<file path="config.mk">
export PLATFORM = sky130hd
export DESIGN_NAME = tmr_pair
export DESIGN_NICKNAME = d
export VERILOG_FILES = /design/src/rtl/tmr_pkg.sv /design/src/rtl/tmr_edge_det.sv /design/src/rtl/tmr_chan.sv /design/src/rtl/tmr_pair.sv
export SDC_FILE = /design/constraint.sdc
export NUM_CORES = 1
export LEC_CHECK = 0
export ABC_AREA = 1
export BUFFER_PORTS_ARGS = -buffer_cell sky130_fd_sc_hd__buf_4
export CAP_MARGIN = 5
export CORE_MARGIN = 3
export CORE_UTILIZATION = 52
export CTS_CLUSTER_SIZE = 8
export DETAILED_ROUTE_END_ITERATION = 6
export GPL_TIMING_DRIVEN = 0
export PLACE_DENSITY = 0.74
export SETUP_SLACK_MARGIN = 0.5
export SLEW_MARGIN = 25
export SYNTH_ARGS = -nofsm -noshare
export SYNTH_HDL_FRONTEND = slang
export SYNTH_SLANG_ARGS = --single-unit
export TNS_END_PERCENT = 50
</file>
<file path="constraint.sdc">
create_clock -name clk -period 4.73 [get_ports clk]
set_input_delay 0.7095 -clock clk [delete_from_list [all_inputs] [get_ports clk]]
set_output_delay 0.7095 -clock clk [all_outputs]
set_load 0.02 [all_outputs]
</file>
<file path="src/rtl/tmr_pkg.sv">
package tmr_pkg;

    typedef enum logic [1:0] {
        MODE_PRE13 = 2'b00,
        MODE_CAS16 = 2'b01,
        MODE_RLD8  = 2'b10,
        MODE_SPLIT = 2'b11
    } tmr_mode_e;

    typedef enum logic {
        SMP_LOW  = 1'b0,
        SMP_HIGH = 1'b1
    } smp_state_e;

    typedef struct packed {
        logic      src_ext;
        tmr_mode_e mode;
    } chan_cfg_t;

endpackage

</file>
<file path="src/rtl/tmr_edge_det.sv">
module tmr_edge_det
    import tmr_pkg::*;
(
    input  logic clk,
    input  logic rst_n,
    input  logic tick,
    input  logic pin,
    output logic fall
);

    smp_state_e state_q;
    smp_state_e state_n;

    always_ff @(posedge clk or negedge rst_n) begin
        if (!rst_n) begin
            state_q <= SMP_LOW;
        end else begin
            state_q <= state_n;
        end
    end

    always_comb begin
        state_n = state_q;
        unique case (state_q)
            SMP_LOW:  if (tick && pin)  state_n = SMP_HIGH;
            SMP_HIGH: if (tick && !pin) state_n = SMP_LOW;
        endcase
    end

    always_comb begin
        fall = 1'b0;
        unique case (state_q)
            SMP_LOW:  fall = 1'b0;
            SMP_HIGH: fall = tick && !pin;
        endcase
    end


    fall_on_tick_chk: assert property (@(posedge clk) disable iff (!rst_n)
        fall |=> (state_q == SMP_LOW));

endmodule

</file>
<file path="src/rtl/tmr_chan.sv">
module tmr_chan
    import tmr_pkg::*;
#(
    parameter int BYTE_W = 8,
    parameter int PRE_W  = 5
) (
    input  logic              clk,
    input  logic              rst_n,
    input  tmr_mode_e         mode,
    input  logic              inc_lo,
    input  logic              inc_hi,
    input  logic              lo_we,
    input  logic              hi_we,
    input  logic [BYTE_W-1:0] wdata,
    output logic [BYTE_W-1:0] lo_q,
    output logic [BYTE_W-1:0] hi_q,
    output logic              ovf_lo,
    output logic              ovf_hi
);

    localparam logic [BYTE_W-1:0] BYTE_MAX = {BYTE_W{1'b1}};
    localparam logic [PRE_W-1:0]  PRE_MAX  = {PRE_W{1'b1}};

    logic [BYTE_W-1:0] lo_n;
    logic [BYTE_W-1:0] hi_n;

    always_ff @(posedge clk or negedge rst_n) begin
        if (!rst_n) begin
            lo_q <= '0;
            hi_q <= '0;
        end else begin
            lo_q <= lo_n;
            hi_q <= hi_n;
        end
    end

    always_comb begin
        lo_n   = lo_q;
        hi_n   = hi_q;
        ovf_lo = 1'b0;
        ovf_hi = 1'b0;
        if (lo_we || hi_we) begin
            if (lo_we) lo_n = wdata;
            if (hi_we) hi_n = wdata;
        end else begin
            unique case (mode)
                MODE_PRE13: begin
                    if (inc_lo) begin
                        if (lo_q[PRE_W-1:0] == PRE_MAX) begin
                            lo_n[PRE_W-1:0] = '0;
                            hi_n            = hi_q + 1'b1;
                            ovf_lo          = (hi_q == BYTE_MAX);
                        end else begin
                            lo_n[PRE_W-1:0] = lo_q[PRE_W-1:0] + 1'b1;
                        end
                    end
                end
                MODE_CAS16: begin
                    if (inc_lo) begin
                        {hi_n, lo_n} = {hi_q, lo_q} + 1'b1;
                        ovf_lo       = (hi_q == BYTE_MAX) && (lo_q == BYTE_MAX);
                    end
                end
                MODE_RLD8: begin
                    if (inc_lo) begin
                        if (lo_q == BYTE_MAX) begin
                            lo_n   = hi_q;
                            ovf_lo = 1'b1;
                        end else begin
                            lo_n = lo_q + 1'b1;
                        end
                    end
                end
                MODE_SPLIT: begin
                    if (inc_lo) begin
                        lo_n   = lo_q + 1'b1;
                        ovf_lo = (lo_q == BYTE_MAX);
                    end
                    if (inc_hi) begin
                        hi_n   = hi_q + 1'b1;
                        ovf_hi = (hi_q == BYTE_MAX);
                    end
                end
            endcase
        end
    end


    idle_hold_chk: assert property (@(posedge clk) disable iff (!rst_n)
        (!inc_lo && !inc_hi && !lo_we && !hi_we) |=> $stable({hi_q, lo_q}));


    pre_upper_chk: assert property (@(posedge clk) disable iff (!rst_n)
        (mode == MODE_PRE13 && !lo_we) |=>
            (lo_q[BYTE_W-1:PRE_W] == $past(lo_q[BYTE_W-1:PRE_W])));


    reload_chk: assert property (@(posedge clk) disable iff (!rst_n)
        (mode == MODE_RLD8 && inc_lo && lo_q == BYTE_MAX && !lo_we && !hi_we) |=>
            (lo_q == $past(hi_q)));

endmodule

</file>
<file path="src/rtl/tmr_pair.sv">
module tmr_pair
    import tmr_pkg::*;
#(
    parameter int BYTE_W = 8,
    parameter int PRE_W  = 5
) (
    input  logic                clk,
    input  logic                rst_n,
    input  logic                mc_tick,
    input  logic [1:0]          cnt_pin,
    input  logic                cfg_we,
    input  logic [7:0]          cfg_wdata,
    input  logic                ctl_we,
    input  logic [3:0]          ctl_wdata,
    input  logic [1:0]          lo_we,
    input  logic [1:0]          hi_we,
    input  logic [BYTE_W-1:0]   wr_data,
    input  logic [1:0]          irq_ack,
    output logic [2*BYTE_W-1:0] cnt0,
    output logic [2*BYTE_W-1:0] cnt1,
    output logic [1:0]          ovf
);

    localparam int CH    = 2;
    localparam int CFG_W = 4;

    chan_cfg_t         cfg_q [CH];
    logic [CH-1:0]     run_q;
    logic [CH-1:0]     flag_q;
    logic [CH-1:0]     flag_n;
    logic [CH-1:0]     ext_fall;
    logic [CH-1:0]     ev;
    logic [CH-1:0]     inc_lo;
    logic [CH-1:0]     inc_hi;
    logic [CH-1:0]     ovf_lo;
    logic [CH-1:0]     ovf_hi;
    logic [CH-1:0]     set_f;
    logic [BYTE_W-1:0] lo_q [CH];
    logic [BYTE_W-1:0] hi_q [CH];
    logic              split0;
    logic              rsvd_unused;

    assign rsvd_unused = cfg_wdata[3] ^ cfg_wdata[7];

    for (genvar c = 0; c < CH; c++) begin : g_ch
        tmr_edge_det u_edge (
            .clk  (clk),
            .rst_n(rst_n),
            .tick (mc_tick),
            .pin  (cnt_pin[c]),
            .fall (ext_fall[c])
        );

        assign ev[c] = cfg_q[c].src_ext ? ext_fall[c] : mc_tick;

        tmr_chan #(
            .BYTE_W(BYTE_W),
            .PRE_W (PRE_W)
        ) u_chan (
            .clk   (clk),
            .rst_n (rst_n),
            .mode  (cfg_q[c].mode),
            .inc_lo(inc_lo[c]),
            .inc_hi(inc_hi[c]),
            .lo_we (lo_we[c]),
            .hi_we (hi_we[c]),
            .wdata (wr_data),
            .lo_q  (lo_q[c]),
            .hi_q  (hi_q[c]),
            .ovf_lo(ovf_lo[c]),
            .ovf_hi(ovf_hi[c])
        );
    end

    assign split0 = (cfg_q[0].mode == MODE_SPLIT);

    always_comb begin
        inc_lo[0] = run_q[0] && ev[0];
        inc_hi[0] = split0 && run_q[1] && mc_tick;
        inc_lo[1] = (cfg_q[1].mode != MODE_SPLIT) && ev[1] && (split0 || run_q[1]);
        inc_hi[1] = 1'b0;
        set_f[0]  = ovf_lo[0];
        set_f[1]  = split0 ? ovf_hi[0] : (ovf_lo[1] || ovf_hi[1]);
        for (int c = 0; c < CH; c++) begin
            flag_n[c] = set_f[c] ||
                        (ctl_we ? ctl_wdata[2+c] : (flag_q[c] && !irq_ack[c]));
        end
    end

    always_ff @(posedge clk or negedge rst_n) begin
        if (!rst_n) begin
            for (int c = 0; c < CH; c++) cfg_q[c] <= '0;
            run_q  <= '0;
            flag_q <= '0;
        end else begin
            if (cfg_we) begin
                for (int c = 0; c < CH; c++) begin
                    cfg_q[c] <= chan_cfg_t'(cfg_wdata[CFG_W*c +: 3]);
                end
            end
            if (ctl_we) run_q <= ctl_wdata[1:0];
            flag_q <= flag_n;
        end
    end

    always_comb begin
        cnt0 = {hi_q[0], lo_q[0]};
        cnt1 = {hi_q[1], lo_q[1]};
        ovf  = flag_q;
    end


    flag_hold_chk: assert property (@(posedge clk) disable iff (!rst_n)
        (ovf[0] && !irq_ack[0] && !ctl_we) |=> ovf[0]);


    flag_set_chk: assert property (@(posedge clk) disable iff (!rst_n)
        ovf_lo[0] |=> ovf[0]);


    ch1_freeze_chk: assert property (@(posedge clk) disable iff (!rst_n)
        (cfg_q[1].mode == MODE_SPLIT && !lo_we[1] && !hi_we[1]) |=> $stable(cnt1));


    ext_step_chk: assert property (@(posedge clk) disable iff (!rst_n)
        (cfg_q[0].src_ext && cfg_q[0].mode == MODE_CAS16 && run_q[0] &&
         ext_fall[0] && !lo_we[0] && !hi_we[0]) |=> (cnt0 == $past(cnt0) + 1'b1));

endmodule

</file>
Yosys cells after proc, flatten, opt, wreduce, memory -nomap -nowiden
Cells that the tools add are included.
- add/subtract/negate cells: 8
- equality and inequality tests: 28
- reduce and logical (&&, ||, !) cells: 34
- bitwise logic cells: 2
- muxes and demuxes: 64
- operators with widths (kind ; number):
    8-bit 2-to-1 mux ; 23
    5-bit case mux with 4 select lines ; 2
    3-bit by 1-bit != test with 1-bit output, second input constant ; 11
    16-bit by 1-bit adder with 16-bit output, second input constant ; 2
    8-bit by 1-bit adder with 8-bit output, second input constant ; 4
    8-bit equality test, second input constant ; 4
    1-bit 2-to-1 mux ; 25
    5-bit AND reduction ; 5
    8-bit case mux with 3 select lines ; 1
    5-bit 2-to-1 mux ; 4
    3-bit case mux with 3 select lines ; 2
    8-bit case mux with 2 select lines ; 1
    1-bit logical AND ; 13
    4-bit nonzero test ; 3
    5-bit by 1-bit adder with 5-bit output, second input constant ; 2
    5-bit equality test, second input constant ; 2
    2-bit != test, second input constant ; 5
    2-bit equality test, second input constant ; 4
    1-bit case mux with 2 select lines ; 4
    1-bit case mux with 4 select lines ; 2
    6-bit AND reduction ; 1
    1-bit logical OR ; 5
    2-bit by 1-bit equality test with 1-bit output, second input constant ; 2
    1-bit logical NOT ; 4
    other kinds (3) ; 5
- output and inout bits: 34
- input bits: 33
- bits in registers: 44

Longest topological paths before layout
- depth after elaboration: 11
- mapped depth: 14

Cells and area by module
From an unflattened synthesis, not the netlist that was laid out.
- cell total of the unflattened synthesis: 642
- area total of the unflattened synthesis: 3951.3 sq um
- modules (own cells, without submodules) (module ; instances ; sequential area each (sq um) ; area an instance (sq um) ; cells an instance):
    tmr_chan (g_ch[0].u_chan) ; 1 ; 400.4 ; 1687.9 ; 275
    tmr_chan (g_ch[1].u_chan) ; 1 ; 400.4 ; 1671.6 ; 283
    tmr_pair ; 1 ; 250.2 ; 481.7 ; 66
    tmr_edge_det ; 2 ; 25.0 ; 55.1 ; 9

Least setup slack after synthesis
OpenSTA, ideal clock, no wires.
- path kind: flip-flop to flip-flop
- start point: register g_ch[0].u_chan.lo_q[0]
- end point: register g_ch[0].u_chan.hi_q[5]
- slack: 2.818 ns
- arrival: 1.799 ns
- cell stages (with the launch flop): 14
- period minus slack after synthesis: 1.912 ns
- buffers on the path: 0
- data required time: 4.617 ns
- cell sequence: dfrtp_1 > ha_1 > nand2_2 > nor2_4 > ha_1 > inv_1 > nand2_1 > nand3_1 > o21bai_2 > nand2_4 > inv_2 > nand4_1 > nand2_1 > inv_1
- cells in the longest elaborated chain, start to end: 4
- RTL lines (element ; RTL line ; RTL):
    from (decl) ; tmr_chan.sv:15 ; output logic [BYTE_W-1:0] lo_q,
    from (signal assigned) ; tmr_chan.sv:32 ; lo_q <= lo_n;
    16-bit by 1-bit adder with 16-bit output ; tmr_chan.sv:60 ; {hi_n, lo_n} = {hi_q, lo_q} + 1'b1;
    8-bit 2-to-1 mux ; tmr_chan.sv:59 ; if (inc_lo) begin
    8-bit case mux with 3 select lines ; tmr_chan.sv:46 ; unique case (mode)
    8-bit 2-to-1 mux ; tmr_chan.sv:42 ; if (lo_we || hi_we) begin
    to (signal assigned) ; tmr_chan.sv:33 ; hi_q <= hi_n;
    to (decl) ; tmr_chan.sv:16 ; output logic [BYTE_W-1:0] hi_q,
Several ways; a longest one is shown, not always the timed one. The select of a mux whose other input is x is not followed.
A chain may end at the register's enable or synchronous reset.

Worst setup path after layout
- start point: register g_ch[1].u_chan.lo_q[0]
- end point: register g_ch[1].u_chan.hi_q[3]
- cells in the longest elaborated chain, start to end: 4
- RTL lines (element ; RTL line):
    from (decl) ; tmr_chan.sv:15
    from (signal assigned) ; tmr_chan.sv:32
    16-bit by 1-bit adder with 16-bit output ; tmr_chan.sv:60
    8-bit 2-to-1 mux ; tmr_chan.sv:59
    8-bit case mux with 2 select lines ; tmr_chan.sv:46
    8-bit 2-to-1 mux ; tmr_chan.sv:42
    to (signal assigned) ; tmr_chan.sv:33
    to (decl) ; tmr_chan.sv:16
Several ways; a longest one is shown, not always the timed one. The select of a mux whose other input is x is not followed.

==> results.toml <==
[synthesis]
synth_top_family_by_area = "simple AND/OR/NAND/NOR gates"
synth-xor-area-share_pct = 1.45
yosysSeqAreaShare_pct = 30.3
netlist_instances = 548
syn_avg_cell_area_um2 = 6.63
synth_largest_area_cell = "dfrtp_1"
synth-seq-cells = 44
synth_nets = 596
synth_area_leaders = "dfrtp_1, nand2_1, inv_1"
synth_top_area_share_pct = 30.3
synthAdderAreaFrac_pct = 5.17
synth_area_um2 = 3630
yosys_warnings = 0
synth_simple_gate_area_share_pct = 40.8
post_synth_mux_area_share_pct = 0.620
synth_compound_area_share_pct = 11.9
ys_types = 43

[floorplanning]
initial_core_util_pct = 55.3
num_rows = 29
die-width_um = 89.6
die-height_um = 89.6
dieArea_um2 = 8020
io-pin-count = 67
core_um2 = 6570

[status]
outcome = "complete, no violations"

[route]
drc = 0
route.vias.total = 3823
drt-total-wl_mm = 10.1
ant_nets = 0
firstDrtPassIters = 5
routedWlPerCell_um = 14.3
via_per_inst = 5.38
drt_iter0_drc = 173

[placed_design]
placed_cells = 703
io_buffers = 62
post-place-ws_ps = 2670
gp_congestion = 0.953
placed_area_um2 = 4210
hpwl_mm = 8.00

[timing]
whs_ps = 407
layout_setup_ws_ps = 2710
finalCriticalPeriod_ps = 2020
slew_violations = 0
slew_headroom_pct = 61.0
fmax_mhz = 495
fin_crit_sh_pct = 42.7
finalHoldViolCount = 0
setup_tns_ps = 0
finalSetupViolCount = 0
rsz0062_at_grt = "no"
skew_ps = 8.72
tightest_slew_ps = 585

[layout]
post-route-cell-area_um2 = 4330
fin_util_pct = 65.9
seqCellArea_um2 = 1100
n_antenna_cell = 0
area_delta_synth_final_pct = 19.2
final_cells = 711
num-nets-final = 665
drive_gt1_share_pct = 19.4
multi_input_area_um2 = 2180
filler_cell_count = 617

[cts]
numCtsBuffers = 5
cts_root_buffer = "clkbuf_8"
postCtsHoldBufs = 0
ctsResizeCount = 0
cts_setup_buffers = 0
path_clk_slew_ps = 90
cts-htree-levels = 2
clock_sinks = 44
worst_skew_pair.late_latency_ps = 300
clk_path_buf_depth = 2
cts_tree = "yes"

[critical_path]
crit_path_top_delay_cell = "dfrtp_1"
path_class = "reg -> reg"
r2r_slack_ps = 2710
max_stage_delay_ps = 450
worstSetupEndpointType = "flip-flop"
cp_num_buf_inv = 2
crit_chain = "ha_1, nand2_2, nor2_4, ha_1, nor2_2, o31ai_4, nand2_4, clkinv_4, nand2_1, nand2_1, nand2_1, inv_1"
cp_max_fo = 9
cp_top_family = "simple AND/OR/NAND/NOR gates"
worstPathRequired_ps = 4930
arrival_ps = 2220
startpoint_type = "flip-flop"
cp_common_cell = "nand2_1"

[global_route]
grt_pass1_wl_mm = 16.7
antenna_found_initial = 0
grt-ovfl-total = 0
grt_pass1_vias = 3637
grt_max_degree = 45
grt_usage_pct = 26.6

[pwr]
powerDensity_nw_per_um2 = 348
p_leak_nw = 2.27
power.total_mw = 1.51
ir_drop_mv = 0.218

[flow_run]
maxCapViolations = 0

[worst_hold_path]
hold_path_class = "in -> async"
-- final timing paths --
kind                                               startpoint                            endpoint  cells after the start
min in group clk                         run_q[0]$_DFFE_PN0P_                run_q[0]$_DFFE_PN0P_                      2
min reg2reg                              run_q[0]$_DFFE_PN0P_                run_q[0]$_DFFE_PN0P_                      2
min                                                     rst_n  g_ch[0].u_chan.lo_q[1]$_DFFE_PN0P_                      1
max in group asynchronous                               rst_n  g_ch[1].u_chan.hi_q[0]$_DFFE_PN0P_                      1
max reg2reg                g_ch[1].u_chan.lo_q[0]$_DFFE_PN0P_  g_ch[1].u_chan.hi_q[3]$_DFFE_PN0P_                     12
max                        g_ch[1].u_chan.lo_q[0]$_DFFE_PN0P_  g_ch[1].u_chan.hi_q[3]$_DFFE_PN0P_                     12
-- cells in the mapped netlist --
cell	count
nand2_1	144
inv_1	74
nor2_1	67
nand3_1	48
dfrtp_1	44
a21oi_1	29
o21ai_0	22
ha_1	15
nand4_1	11
nor3_1	11
inv_2	7
nand2_2	7
o21ai_1	7
nor2_4	6
nand2_4	5
xor2_1	5
a31oi_1	4
buf_2	4
nand3_2	4
nor2_2	4
nand3b_1	3
a21boi_1	2
a22oi_1	2
clkbuf_1	2
mux2_2	2
nor4_1	2
a21oi_2	1
clkbuf_2	1
clkinv_4	1
inv_4	1
nand3_4	1
nand4_2	1
nor3_4	1
o21a_1	1
o21ai_4	1
o21bai_2	1
o22ai_1	1
o311ai_0	1
o31ai_1	1
o31ai_4	1
or2_1	1
or2_2	1
xnor2_1	1
-- metal layers --
layer | vias to the layer above | part of all wire (%) | track usage (%)
met3 | 34 | 5.2 | 2.58
li1 | 1894 | - | -
met4 | 0 | 4.7 | 13.3
met1 | 1752 | 42 | 33.1
met2 | 143 | 48 | 45.7
met5 | - | 0 | 0
-- cell families after synthesis --
logic type | after synthesis
adders and majority gates | 15
AOI/OAI and AO/OA | 74
and+or+nand+nor | 317
DFF | 44
buffers and inverters | 90
muxes | 2
xor gates and xnor gates | 6
-- power breakdown --
part | leakage (nW) | internal [mW] | switching [mW]
combinational | 1.70 | 0.250 | 0.411
sequential | 0.515 | 0.444 | 0.102
clock | 0.0548 | 0.159 | 0.140
total | 2.27 | 0.853 | 0.654
-- placed cells by master, fill, tap and decap left out, types with 2 or more instances in the layout --
master / count
a21oi_1: 29
mux2_2: 2
nor2_1: 67
a31oi_1: 4
xor2_1: 5
nor4_1: 2
nand3_1: 48
nand3b_1: 3
ha_1: 15
dfrtp_1: 44
o21ai_1: 7
inv_1: 74
inv_2: 7
clkbuf_8: 5
buf_2: 4
buf_4: 62
clkbuf_1: 2
nor2_2: 4
a22oi_1: 2
nand2_1: 144
nand2_2: 7
nand3_2: 4
nor2_4: 6
o21ai_0: 22
nand4_1: 11
a21boi_1: 2
nor3_1: 11
nand2_4: 5
-- final cells by class --
cell class	count	share of cell area, %
multi-input combinational	414	50.3
sequential	44	25.4
timing repair buffer	62	10.8
inverter	83	7.37
tap	93	2.69
clock buffer	5	1.59
clock inverter	3	1.07
buffer	7	0.752
-- flip-flops by register name, indices dropped and copies added, names as in the netlist, named ones only --
| register | count |
|---|---|
| g_ch.u_chan.lo_q | 16 |
| g_ch.u_chan.hi_q | 16 |
| run_q | 2 |
| ovf | 2 |
| cfg_q | 6 |
(Power assumes the default switching activity.)
